`config.mk`:
```
export PLATFORM = sky130hd
export DESIGN_NAME = sai_tx_irq_ctrl
export DESIGN_NICKNAME = d
export VERILOG_FILES = /design/src/rtl/sai_tx_irq_pkg.sv /design/src/rtl/sai_slot_tracker.sv /design/src/rtl/sai_tx_flags.sv /design/src/rtl/sai_tx_irq_arb.sv /design/src/rtl/sai_tx_irq_ctrl.sv
export SDC_FILE = /design/constraint.sdc
export NUM_CORES = 1
export LEC_CHECK = 0
export BUFFER_PORTS_ARGS = -buffer_cell sky130_fd_sc_hd__buf_2
export CAP_MARGIN = 20
export CORE_ASPECT_RATIO = 1.75
export CORE_UTILIZATION = 46
export CTS_CLUSTER_SIZE = 8
export DETAILED_ROUTE_END_ITERATION = 12
export PLACE_DENSITY_LB_ADDON = 0.25
export REMOVE_ABC_BUFFERS = 1
export SYNTH_ARGS = -nofsm -noshare
export SYNTH_HDL_FRONTEND = slang
export SYNTH_HIERARCHICAL = 1
export SYNTH_SLANG_ARGS = --single-unit
```
`constraint.sdc`:
```
create_clock -name clk -period 3.2 [get_ports clk]
set_clock_uncertainty 0.15 [all_clocks]
set_input_delay 0.32 -clock clk [delete_from_list [all_inputs] [get_ports clk]]
set_output_delay 0.32 -clock clk [all_outputs]
set_load 0.01 [all_outputs]
```
`src/rtl/sai_tx_irq_pkg.sv`:
```
package sai_tx_irq_pkg;
  typedef enum logic [2:0] {
    REQ_NONE = 3'd0,
    REQ_EXC  = 3'd1,
    REQ_EVEN = 3'd2,
    REQ_DATA = 3'd3,
    REQ_LAST = 3'd4
  } req_e;
  // positions of the enables inside the control word
  localparam int EVEN_EN_BIT = 21;
  localparam int DATA_EN_BIT = 22;
  localparam int LAST_EN_BIT = 23;
endpackage

```
`src/rtl/sai_slot_tracker.sv`:
```
module sai_slot_tracker #(
  parameter int SLOT_W = 5,
  localparam int NSLOT = 1 << SLOT_W
) (
  input  logic              clk,
  input  logic              rst,
  input  logic              slot_start,
  input  logic              frame_sync,
  input  logic [SLOT_W-1:0] frame_len,
  input  logic [NSLOT-1:0]  slot_mask,
  input  logic              last_en,
  output logic              slot_hit,
  output logic              slot_even,
  output logic              last_hit
);
  logic [SLOT_W-1:0] slot_q;
  logic [SLOT_W-1:0] cur_idx;

  // index of the slot that starts in this cycle
  always_comb begin
    if (frame_sync)              cur_idx = '0;
    else if (slot_q == frame_len) cur_idx = '0;
    else                          cur_idx = slot_q + 1'b1;
  end

  assign slot_hit  = slot_start & slot_mask[cur_idx];
  assign slot_even = ~cur_idx[0];

  always_ff @(posedge clk) begin
    if (rst) begin
      slot_q   <= '0;
      last_hit <= 1'b0;
    end else begin
      last_hit <= slot_start && last_en && (frame_len != '0) && (cur_idx == frame_len);
      if (slot_start) slot_q <= cur_idx;
    end
  end

  a_r2_sync_zero: assert property (@(posedge clk) disable iff (rst)
    (slot_start && frame_sync) |=> (slot_q == '0));
  a_r9_last_not_ondemand: assert property (@(posedge clk) disable iff (rst)
    last_hit |-> ($past(frame_len) != '0));
endmodule

```
`src/rtl/sai_tx_flags.sv`:
```
module sai_tx_flags #(
  parameter int NUM_TX = 4
) (
  input  logic              clk,
  input  logic              rst,
  input  logic              slot_hit,
  input  logic              slot_even,
  input  logic [NUM_TX-1:0] tx_enabled,
  input  logic [NUM_TX-1:0] data_wr,
  input  logic              dummy_wr,
  output logic              tde,
  output logic              tede,
  output logic              tue
);
  logic [NUM_TX-1:0] wr_seen;
  logic              all_done;

  assign all_done = (|data_wr) && (((wr_seen | data_wr) & tx_enabled) == tx_enabled);

  always_ff @(posedge clk) begin
    if (rst) begin
      tde     <= 1'b0;
      tede    <= 1'b0;
      tue     <= 1'b0;
      wr_seen <= '0;
    end else if (slot_hit) begin
      tde     <= 1'b1;
      if (slot_even) tede <= 1'b1;
      if (tde)       tue  <= 1'b1;
      wr_seen <= '0;
    end else if (all_done) begin
      tde     <= 1'b0;
      tede    <= 1'b0;
      tue     <= 1'b0;
      wr_seen <= '0;
    end else if (dummy_wr) begin
      tde     <= 1'b0;
      tede    <= 1'b0;
      wr_seen <= '0;
    end else begin
      wr_seen <= wr_seen | data_wr;
    end
  end

  a_r3_tede_within_tde: assert property (@(posedge clk) disable iff (rst)
    tede |-> tde);
  a_r4_underrun_cause: assert property (@(posedge clk) disable iff (rst)
    $rose(tue) |-> $past(tde));
  a_r6_dummy_clears: assert property (@(posedge clk) disable iff (rst)
    (dummy_wr && !slot_hit) |=> (!tde && !tede));
endmodule

```
`src/rtl/sai_tx_irq_arb.sv`:
```
module sai_tx_irq_arb
  import sai_tx_irq_pkg::*;
(
  input  logic clk,
  input  logic rst,
  input  logic tde,
  input  logic tede,
  input  logic tue,
  input  logic exc_en,
  input  logic even_en,
  input  logic data_en,
  input  logic last_hit,
  output req_e req_q
);
  req_e req_d;

  always_comb begin
    if (tue && exc_en)        req_d = REQ_EXC;
    else if (tede && even_en) req_d = REQ_EVEN;
    else if (tde && data_en)  req_d = REQ_DATA;
    else if (last_hit)        req_d = REQ_LAST;
    else                      req_d = REQ_NONE;
  end

  always_ff @(posedge clk) begin
    if (rst) req_q <= REQ_NONE;
    else     req_q <= req_d;
  end

  a_r7_exc_first: assert property (@(posedge clk) disable iff (rst)
    (tue && exc_en) |=> (req_q == REQ_EXC));
  a_r8_last_origin: assert property (@(posedge clk) disable iff (rst)
    (req_q == REQ_LAST) |-> $past(last_hit));
  a_r10_data_gated: assert property (@(posedge clk) disable iff (rst)
    (req_q == REQ_DATA) |-> $past(data_en && tde));
endmodule

```
`src/rtl/sai_tx_irq_ctrl.sv`:
```
module sai_tx_irq_ctrl
  import sai_tx_irq_pkg::*;
#(
  parameter int NUM_TX = 4,
  parameter int SLOT_W = 5,
  localparam int NSLOT = 1 << SLOT_W
) (
  input  logic              clk,
  input  logic              rst,
  input  logic              slot_start,
  input  logic              frame_sync,
  input  logic [SLOT_W-1:0] frame_len,
  input  logic [NSLOT-1:0]  slot_mask,
  input  logic [23:21]      irq_en_ctrl,
  input  logic              exc_en,
  input  logic [NUM_TX-1:0] tx_enabled,
  input  logic [NUM_TX-1:0] data_wr,
  input  logic              dummy_wr,
  output logic              tde,
  output logic              tede,
  output logic              tue,
  output logic [2:0]        irq_req
);
  logic slot_hit, slot_even, last_hit;
  req_e req_q;

  sai_slot_tracker #(.SLOT_W(SLOT_W)) trk_i (
    .clk(clk), .rst(rst), .slot_start(slot_start), .frame_sync(frame_sync),
    .frame_len(frame_len), .slot_mask(slot_mask),
    .last_en(irq_en_ctrl[LAST_EN_BIT]),
    .slot_hit(slot_hit), .slot_even(slot_even), .last_hit(last_hit)
  );

  sai_tx_flags #(.NUM_TX(NUM_TX)) flg_i (
    .clk(clk), .rst(rst), .slot_hit(slot_hit), .slot_even(slot_even),
    .tx_enabled(tx_enabled), .data_wr(data_wr), .dummy_wr(dummy_wr),
    .tde(tde), .tede(tede), .tue(tue)
  );

  sai_tx_irq_arb arb_i (
    .clk(clk), .rst(rst), .tde(tde), .tede(tede), .tue(tue),
    .exc_en(exc_en),
    .even_en(irq_en_ctrl[EVEN_EN_BIT]),
    .data_en(irq_en_ctrl[DATA_EN_BIT]),
    .last_hit(last_hit), .req_q(req_q)
  );

  assign irq_req = req_q;

  a_r11_reset_quiet: assert property (@(posedge clk)
    $past(rst) |-> (irq_req == 3'd0 && !tde && !tede && !tue));
endmodule

```
## Word-level counts from Yosys, hierarchy flattened

Index checks and enable logic that the tools add are counted.
W data, S select, Z words.

- Register bits: 16
- Input bits: 54
- Output and inout port bits: 6
- Logic and storage cells: 51

- $add $sub $neg: 1
- Order comparisons: 1
- Equal/unequal tests: 5
- Mux-type cells: 16
- Bitwise logic cells: 3
- Reduce and logical (&&, ||, !) cells: 16

Operators by type and width:

| cell | count |
|---|---|
| $reduce_or A4 Y1 | 3 |
| $eq A5 B5 Y1 | 2 |
| $mux W1 | 10 |
| $mux W5 | 2 |
| $logic_and A1 B1 Y1 | 7 |
| $lt A5 B6 Y1 const B | 1 |
| $add A5 B1 Y5 const B | 1 |
| $bmux W1 S5 | 1 |
| $reduce_bool A5 Y1 | 1 |
| $and A4 B4 Y4 | 1 |
| $eq A4 B4 Y1 | 1 |
| $mux W2 | 2 |
| $ne A2 B2 Y1 const B | 2 |
| $or A4 B4 Y4 | 1 |
| $reduce_and A2 Y1 | 2 |
| $mux W3 | 1 |
| $reduce_bool A3 Y1 | 1 |
| $reduce_bool A2 Y1 | 1 |
| $reduce_or A2 Y1 | 1 |
| $and A1 B1 Y1 | 1 |

## Longest topological paths before layout

Gate-level depths: netlist of the first run.

- Word-level depth: 8
- Gate-level depth with buffers: 11
- Gate-level depth less buffers: 10

## By module

The synthesis of the first run kept the hierarchy.

Modules (own cells, without submodules):

| module | times used | cells each | area an instance (µm²) |
|---|---|---|---|
| sai_slot_tracker | 1 | 97 | 820.8 |
| sai_tx_flags | 1 | 33 | 296.5 |
| sai_tx_irq_arb | 1 | 10 | 106.4 |

## Worst setup path after synthesis of the first run

Ideal clock, no wire load.

- Kind: reg2reg
- Start point: register trk_i.slot_q[1]
- End point: register flg_i.wr_seen[0]
- Setup time: 0.070 ns
- Data arrival time: 2.307 ns
- Data required time: 2.980 ns
- Slack: 0.674 ns
- Cell stages (with the launch flop): 11
- Path buffers: 1
- Period minus slack after synthesis: 2.526 ns
- Path through: dfxtp_1 ha_1 buf_2 mux2_2 o221ai_1 o2bb2ai_1 a32o_1 o32ai_2 nor3_1 o21ai_0 a21oi_1

- Word-level cells in the longest chain between the ends: 7
- Elaborated cells on any way between the ends: 8
- Classes of those cells: 1 x add/sub; 1 x eq/ne; 4 x mux; 1 x bitwise; 1 x reduce/logical

RTL lines:

| what | RTL line | RTL |
|---|---|---|
| start: declaration | sai_slot_tracker.sv:16 | `logic [SLOT_W-1:0] slot_q;` |
| start signal: assignment | sai_slot_tracker.sv:35 | `if (slot_start) slot_q <= cur_idx;` |
| $add A5 B1 Y5 or $eq A5 B5 Y1 (tied branches) | sai_slot_tracker.sv:23, sai_slot_tracker.sv:22 |  |
| $mux W5 * | sai_slot_tracker.sv:22 | `else if (slot_q == frame_len) cur_idx = '0;` |
| $mux W5 * | sai_slot_tracker.sv:21 | `if (frame_sync) cur_idx = '0;` |
| $bmux W1 S5 * | sai_slot_tracker.sv:26 | `assign slot_hit = slot_start & slot_mask[cur_idx];` |
| $mux W1 (not written as such) * | sai_slot_tracker.sv:26 |  |
| $and A1 B1 Y1 * | sai_slot_tracker.sv:26 |  |
| net slot_hit | sai_tx_irq_ctrl.sv:24 | `logic slot_hit, slot_even, last_hit;` |
| $reduce_or A4 Y1 (no line) * | -- |  |
| end signal: assignment | sai_tx_flags.sv:41 | `wr_seen <= wr_seen \| data_wr;` |
| end: declaration | sai_tx_flags.sv:15 | `logic [NUM_TX-1:0] wr_seen;` |

The timed path passes the listed nets; every way through them passes the cells marked *. The select of a mux whose other input is x is not followed.
A chain may end at the register's enable or synchronous reset.

## Final worst setup path of the first run

- Start point: register trk_i.slot_q[1]
- End point: register flg_i.wr_seen[2]

Same word-level chain as after synthesis.

==> impl_metrics.xml, run 1 <==
<?xml version="1.0" encoding="UTF-8"?>
<metrics>
  <group name="run_status">
    <metric name="run_status" unit="">complete, no violations</metric>
  </group>
  <group name="drt">
    <metric name="avgViaCountPerCell" unit="">5.96</metric>
    <metric name="wl_met2" unit="µm">1770</metric>
    <metric name="drc" unit="">0</metric>
    <metric name="dr.first_iter.drc_count" unit="">27</metric>
    <metric name="routed-via-count" unit="">1346</metric>
    <metric name="firstDrtPassIters" unit="">4</metric>
    <metric name="met1Wirelength" unit="µm">1100</metric>
    <metric name="met3_wl" unit="µm">230</metric>
    <metric name="route.detailed.wl_per_inst" unit="µm">14.2</metric>
    <metric name="detail-route-antenna-nets" unit="">0</metric>
    <metric name="detail_route.wirelength" unit="µm">3210</metric>
    <metric name="top_layer" unit="">met4</metric>
  </group>
  <group name="global_route">
    <metric name="grt_max_degree" unit="">17</metric>
    <metric name="grt_first_pass_wirelength" unit="µm">5070</metric>
    <metric name="overflow" unit="">0</metric>
    <metric name="first_global_vias" unit="">1308</metric>
    <metric name="groute.usage.overall" unit="%">24.4</metric>
    <metric name="grt_antenna_before_repair" unit="">0</metric>
  </group>
  <group name="clock_network">
    <metric name="path_clk_slew" unit="ns">0.06</metric>
    <metric name="cts.htree.levels" unit="">1</metric>
    <metric name="root_buffer" unit="">sky130_fd_sc_hd__clkbuf_8</metric>
    <metric name="tritoncts_clock_tree" unit="">yes</metric>
    <metric name="post_cts_resized" unit="">0</metric>
    <metric name="post_cts_hold_buffer_count" unit="">0</metric>
    <metric name="cts_inserted_buffers" unit="">3</metric>
    <metric name="clock_sinks" unit="">16</metric>
    <metric name="clock_latency_on_the_worst_skew_pair" unit="ns">0.25</metric>
    <metric name="cts_setup_buffers" unit="">0</metric>
    <metric name="buffer_depth_of_the_longest_clock_path" unit="">2</metric>
  </group>
  <group name="run">
    <metric name="maxcap_viol_count" unit="">0</metric>
  </group>
  <group name="logic_synthesis">
    <metric name="synth_area_leader_cell" unit="">sky130_fd_sc_hd__dfxtp_1</metric>
    <metric name="edff_count_synth" unit="">0</metric>
    <metric name="postSynthRegisterBits" unit="">16</metric>
    <metric name="synth.yosys.warnings" unit="">6</metric>
    <metric name="synth_cell_types" unit="">49</metric>
    <metric name="yosys-top-cells-area" unit="">sky130_fd_sc_hd__dfxtp_1 (26%), sky130_fd_sc_hd__a21oi_1 (6.5%), sky130_fd_sc_hd__xor2_1 (5.7%), sky130_fd_sc_hd__nand2_1 (4.0%), sky130_fd_sc_hd__mux2_2 (3.7%)</metric>
    <metric name="synth_top_cell_area_share" unit="%">26.2</metric>
    <metric name="mappedNetlistArea" unit="mm²">0.00122</metric>
    <metric name="synthesis.area_per_instance" unit="µm²">8.74</metric>
    <metric name="ys_dominant_reg_cell" unit="">sky130_fd_sc_hd__dfxtp_1</metric>
    <metric name="asr_flop_ratio_synth" unit="%">0</metric>
    <metric name="sequential_to_total_area_share_from_yosys_stat" unit="%">26.2</metric>
    <metric name="synth_cells" unit="">140</metric>
  </group>
  <group name="sta">
    <metric name="achievable-frequency" unit="MHz">361</metric>
    <metric name="setup_viol_count_final" unit="">0</metric>
    <metric name="finalCritPeriodShare" unit="%">86.6</metric>
    <metric name="timing.max_slew.rel_slack" unit="%">59.4</metric>
    <metric name="period_needed" unit="ns">2.77</metric>
    <metric name="finalHoldWorstSlack" unit="ns">0.180</metric>
    <metric name="setup_total_negative_slack" unit="ns">0</metric>
    <metric name="timing.final.max_slew_violations" unit="">0</metric>
    <metric name="worst_pin_slew" unit="ns">0.604</metric>
    <metric name="final.setup.worst_slack" unit="ns">0.429</metric>
    <metric name="rsz0062_at_grt" unit="">false</metric>
    <metric name="hold_viol" unit="">0</metric>
  </group>
  <group name="placed_design">
    <metric name="dp_hpwl" unit="µm">2700</metric>
    <metric name="dp_cells" unit="">222</metric>
    <metric name="gp_congestion" unit="">0.829</metric>
    <metric name="buffer_ports.inserted" unit="">59</metric>
    <metric name="post-place-ws" unit="ns">0.238</metric>
  </group>
  <group name="power_and_ir_drop">
    <metric name="ir_drop" unit="mV">0.292</metric>
    <metric name="power.static_leakage" unit="nW">0.669</metric>
    <metric name="cellPowerDensity" unit="mW/mm²">331</metric>
  </group>
  <group name="layout">
    <metric name="antenna_cells_inserted" unit="">0</metric>
    <metric name="num-fill-cells" unit="">214</metric>
    <metric name="instances_no_fill" unit="">226</metric>
    <metric name="drive_above_1_share" unit="%">42.0</metric>
    <metric name="layout.nets" unit="">256</metric>
    <metric name="share_of_the_core_filled_with_cells_in_the_final_layout" unit="%">64.2</metric>
    <metric name="area_growth" unit="%">30.7</metric>
  </group>
  <group name="floorplan">
    <metric name="area_enclosed_by_the_die_boundary" unit="mm²">0.00288</metric>
    <metric name="placementRows" unit="">24</metric>
    <metric name="core_area" unit="mm²">0.00249</metric>
    <metric name="die_h" unit="µm">70.2</metric>
    <metric name="start_util" unit="%">49.1</metric>
    <metric name="io-pin-count" unit="">60</metric>
    <metric name="chipWidth" unit="µm">41.0</metric>
  </group>
  <group name="worst_setup_path">
    <metric name="endpoint_kind" unit="">register</metric>
    <metric name="required" unit="ns">3.16</metric>
    <metric name="critical_path_peak_fanout" unit="">15</metric>
    <metric name="startpoint_type" unit="">register</metric>
    <metric name="arrival" unit="ns">2.73</metric>
    <metric name="worst-setup-path-type" unit="">reg -&gt; reg</metric>
  </group>
  <group name="hold_path">
    <metric name="hold_class" unit="">in -&gt; reg</metric>
  </group>
</metrics>
==> sequential cells by signal, indices dropped and copies added (netlist names) <==
register and count:
flg_i/tue 1, arb_i/req_q 3, flg_i/tde 1, trk_i/last_hit 1, flg_i/tede 1, flg_i/wr_seen 4
trk_i/slot_q 5
==> where the power goes <==
part	internal [mW]	switching, mW	total (mW)	leakage [nW]
registers	0.206	0.00512	0.211	0.130
logic	0.0704	0.0725	0.143	0.510
clock network	0.109	0.0673	0.176	0.0288
total	0.385	0.145	0.530	0.669
==> layout make-up <==
type	count	area [µm²]	share of cell area (%)
repair buffers	61	310	19.4
flip-flops and latches	16	320	20.0
clock buffers	4	55.1	3.44
multi-input cells	116	870	54.4
inverters	3	11.3	0.704
well taps	26	32.5	2.03
==> cell families (layout without fill, tap and decap cells) <==
kind of cell	count (synthesis)	after routing	synth area share (%)
XOR/XNOR	11	11	7.87
AND/OR/NAND/NOR	47	47	22.7
multiplexers	9	9	8.79
AO/OA/AOI/OAI	48	48	30.5
flip-flops	16	16	26.2
buffers and inverters	8	68	2.96
adder cells (fa/ha/maj)	1	1	1.02
==> final timing paths <==
check,cells after the start,slack (ns),startpoint,to
hold / removal,3,0.18,exc_en,arb_i/req_q[0]$_SDFF_PP0_
hold reg to reg,1,0.32,trk_i/last_hit$_SDFF_PP0_,arb_i/req_q[2]$_SDFF_PP0_
setup / recovery,8,0.43,trk_i/slot_q[1]$_SDFFE_PP0P_,flg_i/wr_seen[2]$_SDFF_PP0_
setup reg to reg,8,0.43,trk_i/slot_q[1]$_SDFFE_PP0P_,flg_i/wr_seen[2]$_SDFF_PP0_
==> worst max-delay path, cell delays in order (launching register included) <==
cell                        delay, ns
sky130_fd_sc_hd__dfxtp_1         0.34
sky130_fd_sc_hd__ha_2            0.54
sky130_fd_sc_hd__inv_1           0.14
sky130_fd_sc_hd__a221oi_4        0.37
sky130_fd_sc_hd__a2bb2oi_2       0.16
sky130_fd_sc_hd__and3b_1         0.20
sky130_fd_sc_hd__o32ai_2         0.40
sky130_fd_sc_hd__nor3_1          0.16
sky130_fd_sc_hd__nor3b_1         0.17
==> layer usage <==
metal | GRT usage [%] | vias up
met1 | 23.5 | 604
met5 | 0 | -
met2 | 44.3 | 69
li1 | - | 662
met4 | 12.2 | 0
met3 | 2.86 | 11
==> per-stage QoR <==
stage / power, mW / instance area (µm²)
after detailed placement: 0.358 / 1540
after floorplan: 0.296 / 1200
after global placement: 0.354 / 1540
final: 0.530 / 1600
after CTS: 0.532 / 1600
after global routing: 0.559 / 1600
==> synthesized netlist by cell type (all sizes together), types with 2 or more instances <==
cell and instances:
xnor2 3, a211oi 6, inv 3, nand2b 2, nand2 13, nor3b 4
nand3 5, mux2 4, xor2 8, a2bb2oi 2, nor2b 4, buf 4
nor3 2, nor2 6, o221ai 4, dfxtp 16, mux2i 4, o21ai 6
a21oi 17, nor4 3, o2bb2ai 2, o22ai 4
==> cell usage in the layout, fill, tap and decap left out, drive strengths merged, types with 3 or more instances in the layout <==
master and count:
a211oi 6, mux2 4, nand2 13, clkbuf 4, nand3 5, inv 3
dfxtp 16, xnor2 3, o21ai 6, o221ai 4, buf 61, xor2 8
nor4 3, mux2i 4, a21oi 17, nor3b 4, o22ai 4, nor2 6
nor2b 4
Power figures use the tool's default switching activity.
==> run 2: changes to the inputs <==
--- a/config.mk
+++ b/config.mk
@@ -8,7 +8,8 @@
 export BUFFER_PORTS_ARGS = -buffer_cell sky130_fd_sc_hd__buf_2
 export CAP_MARGIN = 20
 export CORE_ASPECT_RATIO = 1.75
-export CORE_UTILIZATION = 46
+export CORE_UTILIZATION = 43
+export CTS_BUF_LIST = sky130_fd_sc_hd__clkbuf_2 sky130_fd_sc_hd__clkbuf_4 sky130_fd_sc_hd__clkbuf_8
 export CTS_CLUSTER_SIZE = 8
 export DETAILED_ROUTE_END_ITERATION = 12
 export PLACE_DENSITY_LB_ADDON = 0.25
==> constraint.sdc (replaced) <==
create_clock -name clk -period 2.4 [get_ports clk]
set_clock_uncertainty 0.15 [all_clocks]
set_input_delay 0.24 -clock clk [delete_from_list [all_inputs] [get_ports clk]]
set_output_delay 0.24 -clock clk [all_outputs]
set_load 0.01 [all_outputs]
==> impl_metrics.xml, run 2 (synthesis results as in run 1) <==
<?xml version="1.0" encoding="UTF-8"?>
<metrics>
  <group name="sta">
    <metric name="achievable-frequency" unit="MHz">389</metric>
    <metric name="setup_viol_count_final" unit="">8</metric>
    <metric name="final.setup.worst_slack" unit="ns">-0.173</metric>
    <metric name="period_needed" unit="ns">2.57</metric>
    <metric name="worst_pin_slew" unit="ns">0.629</metric>
    <metric name="hold_viol" unit="">0</metric>
    <metric name="finalCritPeriodShare" unit="%">107</metric>
    <metric name="timing.final.max_slew_violations" unit="">0</metric>
    <metric name="rsz0062_at_grt" unit="">true</metric>
    <metric name="timing.max_slew.rel_slack" unit="%">57.7</metric>
    <metric name="setup_total_negative_slack" unit="ns">-0.973</metric>
  </group>
  <group name="power_and_ir_drop">
    <metric name="power.static_leakage" unit="nW">0.889</metric>
    <metric name="combPwrFrac" unit="%">35.2</metric>
    <metric name="cellPowerDensity" unit="mW/mm²">391</metric>
    <metric name="p_clk_share" unit="%">29.5</metric>
    <metric name="cellInternalPower" unit="mW">0.567</metric>
    <metric name="seq_power_share" unit="%">35.3</metric>
    <metric name="p_sw_share" unit="%">28.9</metric>
    <metric name="switching_power" unit="mW">0.230</metric>
    <metric name="ir_drop" unit="mV">0.438</metric>
  </group>
  <group name="layout">
    <metric name="largestRegisters" unit="">trk_i/slot_q (5), flg_i/wr_seen (4), arb_i/req_q (3)</metric>
    <metric name="num-fill-cells" unit="">177</metric>
    <metric name="drive_above_1_share" unit="%">58.0</metric>
    <metric name="largest-register" unit="">trk_i/slot_q</metric>
    <metric name="antenna_cells_inserted" unit="">0</metric>
    <metric name="instances_no_fill" unit="">265</metric>
    <metric name="commonest_cells_after_routing_fill_and_taps_aside" unit="">sky130_fd_sc_hd__buf_2 (59), sky130_fd_sc_hd__buf_4 (35), sky130_fd_sc_hd__a21oi_1 (14), sky130_fd_sc_hd__dfxtp_1 (14), sky130_fd_sc_hd__nand2_1 (13)</metric>
    <metric name="area_growth" unit="%">66.5</metric>
    <metric name="mostFrequentLayoutCell" unit="">sky130_fd_sc_hd__buf_2</metric>
    <metric name="number_of_flip_flops_in_the_largest_register" unit="">5</metric>
    <metric name="layout.nets" unit="">294</metric>
  </group>
  <group name="worst_setup_path">
    <metric name="worst-setup-path-type" unit="">reg -&gt; reg</metric>
    <metric name="endpoint_kind" unit="">register</metric>
    <metric name="startpoint_type" unit="">register</metric>
    <metric name="arrival" unit="ns">2.53</metric>
    <metric name="critical_path_peak_fanout" unit="">5</metric>
    <metric name="required" unit="ns">2.36</metric>
  </group>
  <group name="global_route">
    <metric name="overflow" unit="">0</metric>
    <metric name="use_met1" unit="%">27.9</metric>
    <metric name="groute.usage.overall" unit="%">28.7</metric>
    <metric name="grt_util_met3" unit="%">3.22</metric>
    <metric name="grt_first_pass_wirelength" unit="µm">6820</metric>
    <metric name="met2_track_demand_over_resource_in_global_routing" unit="%">57.3</metric>
    <metric name="grt_max_degree" unit="">14</metric>
    <metric name="grt_antenna_before_repair" unit="">0</metric>
    <metric name="first_global_vias" unit="">1621</metric>
    <metric name="grt_most_used_layer" unit="">met2</metric>
  </group>
  <group name="hold_path">
    <metric name="hold_class" unit="">in -&gt; reg</metric>
  </group>
  <group name="clock_network">
    <metric name="path_clk_slew" unit="ns">0.06</metric>
    <metric name="cts_inserted_buffers" unit="">3</metric>
    <metric name="cts.htree.levels" unit="">1</metric>
    <metric name="post_cts_hold_buffer_count" unit="">0</metric>
    <metric name="clock_latency_on_the_worst_skew_pair" unit="ns">0.24</metric>
    <metric name="root_buffer" unit="">sky130_fd_sc_hd__clkbuf_8</metric>
    <metric name="clock_sinks" unit="">16</metric>
    <metric name="tritoncts_clock_tree" unit="">yes</metric>
    <metric name="buffer_depth_of_the_longest_clock_path" unit="">2</metric>
  </group>
  <group name="drt">
    <metric name="detail-route-antenna-nets" unit="">0</metric>
    <metric name="route.detailed.wl_per_inst" unit="µm">16.5</metric>
    <metric name="dr.first_iter.drc_count" unit="">39</metric>
    <metric name="routed-via-count" unit="">1538</metric>
    <metric name="detail_route.wirelength" unit="µm">4370</metric>
    <metric name="firstDrtPassIters" unit="">4</metric>
    <metric name="avgViaCountPerCell" unit="">5.80</metric>
    <metric name="drc" unit="">0</metric>
  </group>
  <group name="placed_design">
    <metric name="buffer_ports.inserted" unit="">59</metric>
    <metric name="dp_hpwl" unit="µm">2920</metric>
    <metric name="gp_congestion" unit="">0.870</metric>
    <metric name="dp_cells" unit="">249</metric>
  </group>
  <group name="run_status">
    <metric name="run_status" unit="">finished with violations</metric>
    <metric name="failing_checks" unit="">negative setup slack</metric>
  </group>
  <group name="floorplan">
    <metric name="io-pin-count" unit="">60</metric>
    <metric name="placementRows" unit="">25</metric>
    <metric name="core_area" unit="mm²">0.00269</metric>
    <metric name="die_h" unit="µm">72.6</metric>
    <metric name="start_util" unit="%">45.5</metric>
    <metric name="chipWidth" unit="µm">42.3</metric>
    <metric name="area_enclosed_by_the_die_boundary" unit="mm²">0.00307</metric>
  </group>
  <group name="run">
    <metric name="maxcap_viol_count" unit="">0</metric>
  </group>
</metrics>
run 2: cell count changes in the layout (fill, tap and decap cells not counted), moves of 4 or more:
cell,delta
sky130_fd_sc_hd__o21ai_1,+4
sky130_fd_sc_hd__o21ai_0,-4
sky130_fd_sc_hd__buf_4,+33
sky130_fd_sc_hd__buf_6,+4
run 2: path summary, 6_finish.rpt:
kind / start / endpoint / slack [ns] / depth (start not counted)
worst max-delay path: trk_i/slot_q[0]$_SDFFE_PP0P_ / flg_i/tde$_SDFFE_PP0P_ / -0.17 / 10
worst min-delay path: exc_en / arb_i/req_q[0]$_SDFF_PP0_ / 0.12 / 3
worst max register to register: trk_i/slot_q[0]$_SDFFE_PP0P_ / flg_i/tde$_SDFFE_PP0P_ / -0.17 / 10
worst min register to register: trk_i/last_hit$_SDFF_PP0_ / arb_i/req_q[2]$_SDFF_PP0_ / 0.30 / 1
run 2: timing repair:
| item | in CTS | in global routing |
|---|---|---|
| pin swaps | 11 | 0 |
| hold endpoints to repair | 0 | 0 |
| setup buffers | 12 | 1 |
| gates resized for setup | 36 | 3 |
| endpoints found under the setup margin | 7 | 8 |
run 2: worst max-delay path: stages (launching register included):
cell,delay (ns)
sky130_fd_sc_hd__dfxtp_4,0.36
sky130_fd_sc_hd__ha_4,0.31
sky130_fd_sc_hd__buf_6,0.13
sky130_fd_sc_hd__mux2_2,0.32
sky130_fd_sc_hd__o221ai_1,0.25
sky130_fd_sc_hd__o2bb2ai_1,0.18
sky130_fd_sc_hd__a32o_2,0.19
sky130_fd_sc_hd__o32ai_4,0.12
sky130_fd_sc_hd__nor2b_1,0.16
sky130_fd_sc_hd__a41oi_1,0.17
sky130_fd_sc_hd__o21ai_1,0.09
run 2: routing by layer:
layer | part of all wire (%) | routed length (µm)
met5 | 0 | 0
met4 | 3.6 | 158
met3 | 3.9 | 169
met2 | 58 | 2510
met1 | 35 | 1530
run 2: metrics by stage:
step,worst slack [ns],instance area (µm²),power (mW),util [%],hold WS (ns)
detailed placement,-0.636,1740,0.506,64.6,0.294
finish,-0.173,2040,0.797,75.7,0.116
global route,-0.277,2040,0.832,75.7,0.139
floorplan,-0.444,1200,0.395,-,0.159
global placement,-0.426,1740,0.498,64.6,0.289
CTS,-0.0701,2020,0.791,75.1,0.119
run 2: power by group through the flow:
| stage | registers [mW] | logic (mW) | clock network (mW) |
|---|---|---|---|
| detailed placement | 0.287 | 0.220 | 0 |
| global route | 0.282 | 0.299 | 0.251 |
| global placement | 0.286 | 0.212 | 0 |
| finish | 0.281 | 0.281 | 0.235 |
| floorplan | 0.291 | 0.104 | 0 |
| CTS | 0.282 | 0.268 | 0.242 |
run 2: area by class of cell:
class,instances,area (µm²),area share (%)
multi-input cells,116,983,48.3
repair buffers,99,623,30.6
flip-flops and latches,16,328,16.1
clock buffers,4,55.1,2.70
well taps,27,33.8,1.66
inverters,3,13.8,0.676
==> run 3: changes to the inputs <==
--- a/config.mk
+++ b/config.mk
@@ -7,8 +7,10 @@
 export LEC_CHECK = 0
 export BUFFER_PORTS_ARGS = -buffer_cell sky130_fd_sc_hd__buf_2
 export CAP_MARGIN = 20
+export CELL_PAD_IN_SITES_DETAIL_PLACEMENT = 0
+export CELL_PAD_IN_SITES_GLOBAL_PLACEMENT = 1
 export CORE_ASPECT_RATIO = 1.75
-export CORE_UTILIZATION = 43
+export CORE_UTILIZATION = 33
 export CTS_BUF_LIST = sky130_fd_sc_hd__clkbuf_2 sky130_fd_sc_hd__clkbuf_4 sky130_fd_sc_hd__clkbuf_8
 export CTS_CLUSTER_SIZE = 8
 export DETAILED_ROUTE_END_ITERATION = 12
==> constraint.sdc (replaced) <==
create_clock -name clk -period 2.7 [get_ports clk]
set_clock_uncertainty 0.15 [all_clocks]
set_input_delay 0.27 -clock clk [delete_from_list [all_inputs] [get_ports clk]]
set_output_delay 0.27 -clock clk [all_outputs]
set_load 0.01 [all_outputs]
==> impl_metrics.xml, run 3 (synthesis results as in run 1) <==
<?xml version="1.0" encoding="UTF-8"?>
<metrics>
  <group name="sta">
    <metric name="achievable-frequency" unit="MHz">393</metric>
    <metric name="finalCritPeriodShare" unit="%">94.4</metric>
    <metric name="hold_viol" unit="">0</metric>
    <metric name="setup_total_negative_slack" unit="ns">0</metric>
    <metric name="final.setup.worst_slack" unit="ns">0.152</metric>
    <metric name="timing.final.max_slew_violations" unit="">0</metric>
    <metric name="setup_viol_count_final" unit="">0</metric>
    <metric name="period_needed" unit="ns">2.55</metric>
    <metric name="timing.max_slew.rel_slack" unit="%">58.2</metric>
    <metric name="worst_pin_slew" unit="ns">0.621</metric>
    <metric name="rsz0062_at_grt" unit="">false</metric>
  </group>
  <group name="power_and_ir_drop">
    <metric name="cellPowerDensity" unit="mW/mm²">359</metric>
    <metric name="switching_power" unit="mW">0.172</metric>
    <metric name="combPwrFrac" unit="%">30.7</metric>
    <metric name="power.static_leakage" unit="nW">0.694</metric>
    <metric name="ir_drop" unit="mV">0.384</metric>
    <metric name="cellInternalPower" unit="mW">0.435</metric>
    <metric name="report.power.total" unit="mW">0.607</metric>
    <metric name="p_clk_share" unit="%">28.0</metric>
    <metric name="seq_power_share" unit="%">41.3</metric>
    <metric name="p_sw_share" unit="%">28.3</metric>
  </group>
  <group name="drt">
    <metric name="detail_route.wirelength" unit="µm">3420</metric>
    <metric name="route.detailed.wl_per_inst" unit="µm">13.7</metric>
    <metric name="detail-route-antenna-nets" unit="">0</metric>
    <metric name="avgViaCountPerCell" unit="">5.31</metric>
    <metric name="firstDrtPassIters" unit="">4</metric>
    <metric name="dr.first_iter.drc_count" unit="">14</metric>
    <metric name="routed-via-count" unit="">1321</metric>
    <metric name="drc" unit="">0</metric>
  </group>
  <group name="floorplan">
    <metric name="chipWidth" unit="µm">48.0</metric>
    <metric name="die_h" unit="µm">82.6</metric>
    <metric name="core_area" unit="mm²">0.00347</metric>
    <metric name="io-pin-count" unit="">60</metric>
    <metric name="placementRows" unit="">28</metric>
    <metric name="area_enclosed_by_the_die_boundary" unit="mm²">0.00397</metric>
    <metric name="start_util" unit="%">35.3</metric>
  </group>
  <group name="worst_setup_path">
    <metric name="critical_path.slowest_cell" unit="">sky130_fd_sc_hd__dfxtp_1</metric>
    <metric name="worst_path_largest_cell_delay" unit="ns">0.39</metric>
    <metric name="endpoint_kind" unit="">register</metric>
    <metric name="r2r_start" unit="">trk_i/slot_q[0]$_SDFFE_PP0P_</metric>
    <metric name="required" unit="ns">2.70</metric>
    <metric name="critical_path_peak_fanout" unit="">16</metric>
    <metric name="arrival" unit="ns">2.55</metric>
    <metric name="worst-r2r-cell-count" unit="">9</metric>
    <metric name="rrSetupSlack" unit="ns">0.15</metric>
    <metric name="regToRegEndpoint" unit="">flg_i/tede$_SDFFE_PP0P_</metric>
    <metric name="worst-setup-path-type" unit="">reg -&gt; reg</metric>
    <metric name="timing.critical_path.cells" unit="">buf_6 -&gt; xor2_1 -&gt; nor2_2 -&gt; a221oi_4 -&gt; a2bb2oi_2 -&gt; and3b_1 -&gt; o32ai_4 -&gt; a21oi_1 -&gt; a211oi_1</metric>
    <metric name="startpoint_type" unit="">register</metric>
  </group>
  <group name="global_route">
    <metric name="overflow" unit="">0</metric>
    <metric name="groute.usage.overall" unit="%">18.1</metric>
    <metric name="grt_max_degree" unit="">17</metric>
    <metric name="grt_antenna_before_repair" unit="">0</metric>
    <metric name="grt_first_pass_wirelength" unit="µm">5220</metric>
    <metric name="first_global_vias" unit="">1277</metric>
  </group>
  <group name="hold_path">
    <metric name="worstHoldEndpoint" unit="">arb_i/req_q[0]$_SDFF_PP0_</metric>
    <metric name="hold_path_startpoint" unit="">exc_en</metric>
    <metric name="worst_hold_path.num_cells" unit="">3</metric>
    <metric name="hold_class" unit="">in -&gt; reg</metric>
  </group>
  <group name="layout">
    <metric name="share_of_the_core_filled_with_cells_in_the_final_layout" unit="%">48.7</metric>
    <metric name="drive_above_1_share" unit="%">44.1</metric>
    <metric name="number_of_flip_flops_in_the_largest_register" unit="">5</metric>
    <metric name="largestRegisters" unit="">trk_i/slot_q (5), flg_i/wr_seen (4), arb_i/req_q (3)</metric>
    <metric name="mostFrequentLayoutCell" unit="">sky130_fd_sc_hd__buf_2</metric>
    <metric name="layout.nets" unit="">261</metric>
    <metric name="commonest_cells_after_routing_fill_and_taps_aside" unit="">sky130_fd_sc_hd__buf_2 (59), sky130_fd_sc_hd__a21oi_1 (16), sky130_fd_sc_hd__dfxtp_1 (16), sky130_fd_sc_hd__nand2_1 (13), sky130_fd_sc_hd__xor2_1 (8)</metric>
    <metric name="area_growth" unit="%">38.0</metric>
    <metric name="final_design_area_no_fill" unit="mm²">0.00169</metric>
    <metric name="antenna_cells_inserted" unit="">0</metric>
    <metric name="largest-register" unit="">trk_i/slot_q</metric>
  </group>
  <group name="placed_design">
    <metric name="dpl-instance-area" unit="mm²">0.00160</metric>
    <metric name="buffer_ports.inserted" unit="">59</metric>
    <metric name="gp_congestion" unit="">0.889</metric>
    <metric name="post-place-ws" unit="ns">-0.104</metric>
    <metric name="dp_hpwl" unit="µm">2840</metric>
  </group>
  <group name="run_status">
    <metric name="run_status" unit="">complete, no violations</metric>
  </group>
  <group name="clock_network">
    <metric name="clock_latency_on_the_worst_skew_pair" unit="ns">0.24</metric>
    <metric name="cts.htree.levels" unit="">1</metric>
    <metric name="post_cts_hold_buffer_count" unit="">0</metric>
    <metric name="root_buffer" unit="">sky130_fd_sc_hd__clkbuf_8</metric>
    <metric name="tritoncts_clock_tree" unit="">yes</metric>
    <metric name="buffer_depth_of_the_longest_clock_path" unit="">2</metric>
    <metric name="cts_inserted_buffers" unit="">3</metric>
    <metric name="clock_sinks" unit="">16</metric>
    <metric name="path_clk_slew" unit="ns">0.06</metric>
  </group>
  <group name="run">
    <metric name="maxcap_viol_count" unit="">0</metric>
  </group>
</metrics>
-- run 3: area by class of cell --
type	instances	area [µm²]
inverters	3	11.3
repair buffers	66	352
fillers	350	1780
multi-input cells	116	908
well taps	45	56.3
flip-flops and latches	16	320
clock buffers	3	41.3
-- run 3: power by group through the flow --
stage,clock [mW],sequential (mW),combinational [mW]
after CTS,0.173,0.250,0.181
final,0.170,0.251,0.186
after floorplan,0,0.258,0.0929
after global routing,0.184,0.252,0.203
after global placement,0,0.254,0.174
after detailed placement,0,0.255,0.179
-- run 3: per-stage QoR --
stage	hold slack, ns	cells
after global placement	0.293	246
after detailed placement	0.298	246
final	0.138	249
after global routing	0.152	249
after floorplan	0.189	135
after CTS	0.137	249
-- run 3: critical path: cells and delay by family (launching register included) --
| kind | cells | cell delay (ns) |
|---|---|---|
| AO/OA/AOI/OAI | 5 | 1.20 |
| flip-flops | 1 | 0.39 |
| AND/OR/NAND/NOR | 2 | 0.32 |
| buffers and inverters | 1 | 0.20 |
| XOR/XNOR | 1 | 0.18 |
-- run 3: worst max path at each step --
stage | startpoint | depth (start not counted) | to | slack, ns
after floorplan | trk_i/slot_q[0]$_SDFFE_PP0P_ | 9 | flg_i/wr_seen[0]$_SDFF_PP0_ | -0.14
after global placement | trk_i/slot_q[0]$_SDFFE_PP0P_ | 9 | flg_i/wr_seen[0]$_SDFF_PP0_ | -0.01
after detailed placement | trk_i/slot_q[0]$_SDFFE_PP0P_ | 10 | flg_i/wr_seen[1]$_SDFF_PP0_ | -0.10
after CTS | trk_i/slot_q[1]$_SDFFE_PP0P_ | 10 | flg_i/wr_seen[1]$_SDFF_PP0_ | 0.05
after global routing | trk_i/slot_q[1]$_SDFFE_PP0P_ | 10 | flg_i/wr_seen[0]$_SDFF_PP0_ | 0.006
final | trk_i/slot_q[0]$_SDFFE_PP0P_ | 9 | flg_i/tede$_SDFFE_PP0P_ | 0.15
-- run 3: what timing repair did --
action                     4_1_cts  5_1_grt
setup buffers                    0        0
gates resized for setup          2        6
setup endpoints to repair        4        7
pin swaps                        0        1
-- run 3: routing by layer --
metal	vias up	track usage, %	part of all wire (%)
met2	39	37.0	57
met3	2	2.39	5.0
li1	667	-	-
met5	-	0	0
met1	613	16.4	38
met4	0	6.11	0.47
